==> src/rtl/vga_smi_pkg.sv <==
package vga_smi_pkg;
  localparam int unsigned NUM_RANGES = 6;
  localparam int unsigned CAUSE_W    = 3;

  typedef enum logic [CAUSE_W-1:0] {
    CAUSE_NONE = 3'd0,
    CAUSE_ASEG = 3'd1,
    CAUSE_B0   = 3'd2,
    CAUSE_B8   = 3'd3,
    CAUSE_P3B  = 3'd4,
    CAUSE_P3C  = 3'd5,
    CAUSE_P3D  = 3'd6
  } cause_e;

  typedef enum logic [1:0] {
    SEL_CTRL = 2'd0,
    SEL_MASK = 2'd1,
    SEL_CLR  = 2'd2
  } cfg_sel_e;

  // hit vector bit positions; bit i maps to cause code i+1
  localparam int unsigned HIT_ASEG = 0;
endpackage

==> src/rtl/vga_smi_decode.sv <==
module vga_smi_decode
  import vga_smi_pkg::*;
#(
  parameter int unsigned ADDR_W = 32,
  parameter int unsigned MASK_W = 32
) (
  input  logic [ADDR_W-1:0]         addr_i,
  input  logic                      is_io_i,
  input  logic                      write_i,
  output logic [NUM_RANGES-1:0]     hit_o,
  output logic [$clog2(MASK_W)-1:0] win_o
);
  localparam int unsigned WIN_W   = $clog2(MASK_W);
  localparam int unsigned WIN_LSB = 16 - WIN_W;
  localparam int unsigned NUM_IO  = 3;

  logic mem_ok, io_ok;
  logic unused_low;

  assign unused_low = ^addr_i[3:0];
  assign mem_ok = !is_io_i && write_i && (addr_i[ADDR_W-1:20] == '0);
  assign io_ok  = is_io_i && (addr_i[ADDR_W-1:16] == '0);

  assign hit_o[0] = mem_ok && (addr_i[19:16] == 4'hA);
  assign hit_o[1] = mem_ok && (addr_i[19:15] == 5'b10110);
  assign hit_o[2] = mem_ok && (addr_i[19:15] == 5'b10111);

  // port blocks 0x3B?, 0x3C?, 0x3D?
  for (genvar k = 0; k < NUM_IO; k++) begin : g_io
    assign hit_o[3+k] = io_ok && (addr_i[15:4] == 12'(12'h03B + k));
  end

  assign win_o = addr_i[WIN_LSB +: WIN_W];
endmodule

==> src/rtl/vga_smi_regs.sv <==
module vga_smi_regs
  import vga_smi_pkg::*;
#(
  parameter int unsigned MASK_W = 32
) (
  input  logic                  clk_i,
  input  logic                  rst_ni,
  input  logic                  we_i,
  input  logic [1:0]            sel_i,
  input  logic [MASK_W-1:0]     wdata_i,
  output logic [NUM_RANGES-1:0] ctrl_o,
  output logic [MASK_W-1:0]     mask_o,
  output logic                  clr_o
);
  always_ff @(posedge clk_i or negedge rst_ni) begin
    if (!rst_ni) begin
      ctrl_o <= '0;
      mask_o <= '0;
    end else if (we_i) begin
      if (sel_i == SEL_CTRL) ctrl_o <= wdata_i[NUM_RANGES-1:0];
      if (sel_i == SEL_MASK) mask_o <= wdata_i;
    end
  end

  assign clr_o = we_i && (sel_i == SEL_CLR);
endmodule

==> src/rtl/vga_smi_trap.sv <==
module vga_smi_trap
  import vga_smi_pkg::*;
#(
  parameter int unsigned ADDR_W = 32,
  parameter int unsigned MASK_W = 32
) (
  input  logic              clk_i,
  input  logic              rst_ni,
  input  logic              bus_valid_i,
  input  logic [ADDR_W-1:0] bus_addr_i,
  input  logic              bus_is_io_i,
  input  logic              bus_write_i,
  input  logic              cfg_we_i,
  input  logic [1:0]        cfg_sel_i,
  input  logic [MASK_W-1:0] cfg_wdata_i,
  output logic              smi_req_o,
  output logic [2:0]        cause_o
);
  localparam int unsigned WIN_W = $clog2(MASK_W);

  logic [NUM_RANGES-1:0] hit, ctrl, eff;
  logic [MASK_W-1:0]     mask;
  logic [WIN_W-1:0]      win;
  logic                  clr, qual;
  logic [CAUSE_W-1:0]    code;
  logic                  smi_q;
  logic [CAUSE_W-1:0]    cause_q;

  vga_smi_decode #(.ADDR_W(ADDR_W), .MASK_W(MASK_W)) u_decode (
    .addr_i (bus_addr_i),
    .is_io_i(bus_is_io_i),
    .write_i(bus_write_i),
    .hit_o  (hit),
    .win_o  (win)
  );

  vga_smi_regs #(.MASK_W(MASK_W)) u_regs (
    .clk_i  (clk_i),
    .rst_ni (rst_ni),
    .we_i   (cfg_we_i),
    .sel_i  (cfg_sel_i),
    .wdata_i(cfg_wdata_i),
    .ctrl_o (ctrl),
    .mask_o (mask),
    .clr_o  (clr)
  );

  // window mask gates only the A-segment hit
  always_comb begin
    eff = hit & ctrl;
    eff[HIT_ASEG] = hit[HIT_ASEG] && ctrl[HIT_ASEG] && !mask[win];
  end

  always_comb begin
    code = '0;
    for (int i = 0; i < NUM_RANGES; i++)
      if (eff[i]) code = CAUSE_W'(i + 1);
  end

  assign qual = bus_valid_i && (eff != '0);

  always_ff @(posedge clk_i or negedge rst_ni) begin
    if (!rst_ni) begin
      smi_q   <= 1'b0;
      cause_q <= CAUSE_NONE;
    end else begin
      smi_q <= qual;
      if (qual)     cause_q <= code;
      else if (clr) cause_q <= CAUSE_NONE;
    end
  end

  assign smi_req_o = smi_q;
  assign cause_o   = cause_q;

  a_r1_pulse_needs_valid: assert property (@(posedge clk_i) disable iff (!rst_ni)
    smi_req_o |-> $past(bus_valid_i));

  a_r2_no_read_trap: assert property (@(posedge clk_i) disable iff (!rst_ni)
    (bus_valid_i && !bus_is_io_i && !bus_write_i) |=> !smi_req_o);

  a_r5_masked_window: assert property (@(posedge clk_i) disable iff (!rst_ni)
    (bus_valid_i && hit[HIT_ASEG] && mask[win]) |=> !smi_req_o);

  a_r7_cause_valid: assert property (@(posedge clk_i) disable iff (!rst_ni)
    smi_req_o |-> (cause_o != CAUSE_NONE && cause_o <= CAUSE_P3D));

  a_r8_clear: assert property (@(posedge clk_i) disable iff (!rst_ni)
    (clr && !bus_valid_i) |=> (cause_o == CAUSE_NONE));

  a_r9_high_bits: assert property (@(posedge clk_i) disable iff (!rst_ni)
    (bus_valid_i && ((!bus_is_io_i && bus_addr_i[ADDR_W-1:20] != '0) ||
                     (bus_is_io_i && bus_addr_i[ADDR_W-1:16] != '0))) |=> !smi_req_o);
endmodule

==> config.mk <==
export PLATFORM = sky130hd
export DESIGN_NAME = vga_smi_trap
export DESIGN_NICKNAME = d
export VERILOG_FILES = /design/src/rtl/vga_smi_pkg.sv /design/src/rtl/vga_smi_decode.sv /design/src/rtl/vga_smi_regs.sv /design/src/rtl/vga_smi_trap.sv
export SDC_FILE = /design/constraint.sdc
export NUM_CORES = 1
export LEC_CHECK = 0
export ABC_AREA = 1
export BUFFER_PORTS_ARGS = -buffer_cell sky130_fd_sc_hd__buf_2
export CORE_UTILIZATION = 54
export DETAILED_ROUTE_END_ITERATION = 10
export GPL_ROUTABILITY_DRIVEN = 0
export GPL_TIMING_DRIVEN = 1
export PLACE_DENSITY_LB_ADDON = 0.3
export SETUP_SLACK_MARGIN = 0.5
export SLEW_MARGIN = 20
export SYNTH_ARGS = -nofsm -noshare
export SYNTH_HDL_FRONTEND = slang
export SYNTH_SLANG_ARGS = --single-unit
==> constraint.sdc <==
create_clock -name clk_i -period 3.64 [get_ports clk_i]
set_input_delay 0.182 -clock clk_i [delete_from_list [all_inputs] [get_ports clk_i]]
set_output_delay 0.182 -clock clk_i [all_outputs]
set_load 0.03 [all_outputs]
# --- After elaboration in Yosys (flattened, before gate mapping) ---
# Index checks and enable logic that the tools add are counted.
op_classes:
  n_lt_le_gt_ge: 1
  n_eq_ne: 8
  muxes: 10
  bitwise: 1
  n_reduce_logical: 22
ops:
  columns: ["op", "count"]
  rows:
  - ["equality test 12 x 6 -> 1 bit, second input constant", 3]
  - ["2-to-1 mux 3 bit", 7]
  - ["zero test 16 bit", 1]
  - ["logical AND 1 bit", 13]
  - ["zero test 12 bit", 1]
  - ["equality test 5 bit, second input constant", 2]
  - ["bitwise AND 6 bit", 1]
  - ["less-than comparator 5 x 6 -> 1 bit, second input constant", 1]
  - ["nonzero test 6 bit", 1]
  - ["binary-select mux 1 bit (select 5 bit)", 1]
  - ["equality test 4 bit, second input constant", 1]
  - ["AND reduction 2 bit", 2]
  - ["equality test 2 x 1 -> 1 bit, second input constant", 1]
  - ["equality test 2 bit, second input constant", 1]
  - ["zero test 1 bit", 2]
  - ["zero test 2 bit", 1]
  - ["2-to-1 mux 1 bit", 2]
  - ["nonzero test 2 bit", 1]
totals:
  register_bits: 42
  input_bits: 72
  out_inout_bits: 4
  word_cells: 46

# --- Depth between registers and ports, before layout ---
logic_depth:
  depth_word: 13
  ltp_mapped: 14
  mapped_depth_nobuf: 13

# --- By module ---
# A second synthesis with hierarchy kept.
hier_totals:
  cells_unflattened: 357
  hier_area_um2: 2458.6
by_module_without_submodules:
  columns: ["module", "instances", "cells_each", "area_per_inst_um2", "seq_area_each_um2"]
  rows:
  - ["vga_smi_regs", 1, 173, 1572.8, 950.9]
  - ["vga_smi_trap", 1, 129, 644.4, 100.1]
  - ["vga_smi_decode", 1, 55, 241.5, 0.0]

# --- Worst setup path before layout ---
# OpenSTA, ideal clock, no wires.
synth_path:
  path_type: "in2reg"
  from: "input bus_addr_i[12]"
  to: "register cause_q[0] (netlist: cause_o[0])"
  setup_ns: 0.118
  arrival_ns: 1.153
  t_required_ns: 3.522
  setup_slack_ns: 2.369
  path_stages: 13
  n_path_buf: 1
  cell_sequence: "buf_6 > clkinv_8 > nand2_4 > nor2_2 > nand3_1 > nor2_1 > nand2_1 > nand3_2 > nor2_2 > nand2_2 > nand2_4 > nand3_1 > nand2_1"
synth_between:
  elab_chain_len: 11
  elab_cells_between_ends: 21
  cone_classes: "eq/ne: 3; mux: 9; bitwise: 1; reduce/logical: 8"
synth_rtl:
  columns: ["element", "line", "text"]
  rows:
  - ["start: declaration", "vga_smi_trap.sv:10", "input logic [ADDR_W-1:0] bus_addr_i,"]
  - ["binary-select mux 1 bit (select 5 bit)", "vga_smi_trap.sv:51", "eff[HIT_ASEG] = hit[HIT_ASEG] && ctrl[HIT_ASEG] && !mask[win];"]
  - ["2-to-1 mux 1 bit (implied by the code)", "vga_smi_trap.sv:51", null]
  - ["zero test 1 bit", "vga_smi_trap.sv:51", null]
  - ["logical AND 1 bit", "vga_smi_trap.sv:51", null]
  - ["2-to-1 mux 1 bit", "vga_smi_trap.sv:57", "if (eff[i]) code = CAUSE_W'(i + 1);"]
  - ["2-to-1 mux 3 bit (5 in a row)", "vga_smi_trap.sv:57", null]
  - ["2-to-1 mux 3 bit", "vga_smi_trap.sv:68", "if (qual) cause_q <= code;"]
  - ["end signal: assignment", "vga_smi_trap.sv:68", null]
  - ["end: declaration", "vga_smi_trap.sv:27", "logic [CAUSE_W-1:0] cause_q;"]
# Several ways; a longest one is shown, not always the timed one. The select of a mux whose other input is x is not followed.
# A chain may end at the register's enable or synchronous reset.

# --- Final worst setup path ---
layout_path:
  from: "input bus_addr_i[11]"
  to: "register cause_q[0] (netlist: cause_o[0])"
# The elaborated chain is that of the path after synthesis.

==> flow_summary_export.csv <==
group,metric,value,unit
final_layout,fin_nets,444,
critical_path,crit_top_cell,"nand2_1",
die,die_x,66.7,microns
cts,cts_tree,"built",
power,total_power,1.04,mW
final_layout,diodes,0,
cts,postCtsResizedCells,0,
synthesis,synthesis.area,0.00226,sq mm
route,vias_per_cell,4.83,
synthesis,syn_avg_cell_area,7.44,sq um
synthesis,yosys.area_share.simple,0.312,
cts,cts_max_path_buffers,2,
global_route,grt_start_max_net_pins,43,
synthesis,yosysWarnings,0,
cts,cts_hold_buf,0,
min_path,hold_class,"in2async",
critical_path,required,3.82,ns
die,coreArea,0.00400,sq mm
job,max-cap-violations,0,
route,detail_route.iter0.violations,115,
synthesis,synth_compound_area_frac,0.0753,
synthesis,synth-xor-area-share,0,
final_layout,fillers,356,
critical_path,cp_max_fo,21,
route,wl_per_cell,10.8,microns
critical_path,cpMaxStageDelayCell,"inv_2",
synthesis,synth_cell_type_count,28,
sta,final-max-slew-violation-count,0,
sta,finalClockSkew,0.00486,ns
global_route,grt_overflow,0,
synthesis,synth.area.mux_share,0.0299,
power,power.density,384,mW/mm^2
run_status,status,"finished clean",
critical_path,cp_top_family,"simple AND/OR/NAND/NOR gates",
critical_path,crit_chain,"buf_2 > inv_2 > nand2_1 > nor2_2 > nand3_1 > nor2_1 > nand2_1 > nand3_2 > nor2_2 > nand2_2 > nand2_4 > nand3_1 > nand2_1",
final_layout,multi_input_comb_area,948,sq um
die,row_count,23,
sta,slew_headroom,0.389,
sta,timing.final.crit_share,0.396,
critical_path,crit_cells,13,
final_layout,final_common_cell,"buf_2",
route,drc,0,
sta,fin_crit,1.44,ns
power,vdd_drop_max,0.355,mV
synthesis,synth_cells,304,
power,cellLeakagePower,1.54,nW
final_layout,syn2layout_area_growth,19.4,%
critical_path,rr_worst_depth,13,
critical_path,start_kind,"input port",
final_layout,drive_gt1_frac,0.261,
power,swShare,0.273,
die,die_h,66.7,microns
critical_path,path_buf_inv,2,
critical_path,end_kind,"register",
global_route,antenna_found_initial,0,
synthesis,synth_top_cell_area_share,0.465,
synthesis,synth_top_area_cell,"dfrtp_1",
critical_path,worstPathArrival,1.62,ns
cts,numCtsBuffers,5,
cts,cts_root_buf,"clkbuf_8",
cts,post-cts-setup-buffers,0,
die,ios,76,
final_layout,stdcell_count,422,
route,via_count,2040,
place,dpl.cell_count,415,
power,p_sw,0.283,mW
global_route,grt_pass1_vias,1827,
sta,fmax,694,MHz
global_route,grt_pass1_wl,7730,microns
synthesis,synth-adder-area-share,0,
global_route,grt_usage,0.230,
power,power_frac_clock,0.266,
final_layout,design_area,0.00270,sq mm
sta,setup_viol,0,
cts,path_clk_slew,0.07,ns
final_layout,layout_common_cells,"buf_2, nand2_1, inv_1, nor2_1, dfrtp_1",
sta,final_hold_viol_count,0,
synthesis,synth_top_family_by_area,"simple AND/OR/NAND/NOR gates",
sta,fin_hold_ws,0.0240,ns
synthesis,synth.area.top_cells,"dfrtp_1, nand2_1, inv_1, nor2_1, nand3_1",
cts,cts.sinks,42,
power,seq_power_share,0.542,
die,start_util,0.565,
cts,cts_max_level,2,
synthesis,ys_seq_elements,42,
cts,clk-insertion-delay-late,0.29,ns
die,dieArea,0.00445,sq mm
route,ant_nets,0,
critical_path,cp_slowest_stage_delay,0.23,ns
power,internal-power,0.754,mW
sta,finalSetupTns,0,ns
power,combPwrFrac,0.192,
route,wirelength,4560,microns
place,placed_area,0.00262,sq mm
final_layout,regArea,0.00105,sq mm
sta,rsz0062_at_grt,"false",
critical_path,critical_path_class,"in2reg",
place,hpwl,3470,microns
place,place.port_buffers,71,
synthesis,synth-seq-area-share,0.465,
sta,tightest_slew,0.916,ns
route,first_pass_iters,4,
synthesis,synth_nets,376,
-- final cells by class --
type | instances | share of cell area
Multi-Input combinational cell | 202 | 0.351
Sequential cell | 42 | 0.389
Tap cell | 50 | 0.0232
Clock buffer | 7 | 0.0283
Timing Repair Buffer | 72 | 0.134
Inverter | 49 | 0.0732
-- flip-flops by register name, summed over array words and instances (netlist names) --
register       flops
u_regs.ctrl_o      6
smi_req_o          1
cause_o            3
u_regs.mask_o     32
-- kinds of logic (layout without fill, tap and decap cells) --
group | count (synthesis) | count (layout)
compound gates | 34 | 34
buf+inv | 60 | 128
flops | 42 | 42
mux | 6 | 6
simple gates | 162 | 162
-- per-stage QoR --
stage	worst slack (ns)	utilization
floorplan	2.37	-
global placement	1.92	0.656
detailed placement	1.89	0.656
CTS	2.19	0.675
global route	2.01	0.675
finish	2.20	0.675
-- path summary, 6_finish.rpt --
| kind | to | slack [ns] | startpoint |
|---|---|---|---|
| setup / recovery | cause_o[0]$_DFFE_PN0P_ | 2.20 | bus_addr_i[11] |
| hold / removal | u_regs.mask_o[22]$_DFFE_PN0P_ | 0.02 | rst_ni |
| setup reg to reg | cause_o[1]$_DFFE_PN0P_ | 2.26 | u_regs.mask_o[12]$_DFFE_PN0P_ |
| hold reg to reg | u_regs.mask_o[4]$_DFFE_PN0P_ | 0.49 | u_regs.mask_o[4]$_DFFE_PN0P_ |
| max in group asynchronous | u_regs.mask_o[5]$_DFFE_PN0P_ | 3.04 | rst_ni |
| min in group clk_i | u_regs.mask_o[14]$_DFFE_PN0P_ | 0.12 | cfg_wdata_i[14] |
-- layer usage --
| layer | vias to the layer above | track usage | routed length, microns |
|---|---|---|---|
| li1 | 1078 | - | - |
| met1 | 917 | 0.289 | 2060 |
| met2 | 41 | 0.396 | 2280 |
| met3 | 4 | 0.0582 | 190 |
| met4 | 0 | 0.0479 | 26 |
| met5 | - | 0 | 0 |
-- synthesized netlist by cell type --
master	n
nor3_1	2
or2_2	1
nor4_1	1
o21ai_0	13
nand2_2	1
clkbuf_1	5
nand2_1	69
nor3b_1	1
nor2_2	2
inv_2	2
nand4_1	1
nor2_1	45
buf_2	1
clkinv_8	1
and2_1	1
nand2_4	2
buf_6	3
buf_4	1
or2_0	1
and2_2	1
a21oi_1	21
inv_1	45
mux2_2	6
clkinv_2	1
nand3_2	2
buf_1	1
dfrtp_1	42
nand3_1	32
-- power by group through the flow --
stage               registers [mW]  clock network [mW]  logic, mW
floorplan                    0.563                   0      0.133
global placement             0.568                   0      0.195
detailed placement           0.571                   0      0.202
CTS                          0.562               0.283      0.203
global route                 0.569               0.298      0.231
finish                       0.562               0.276      0.199
(Power assumes the default switching activity.)
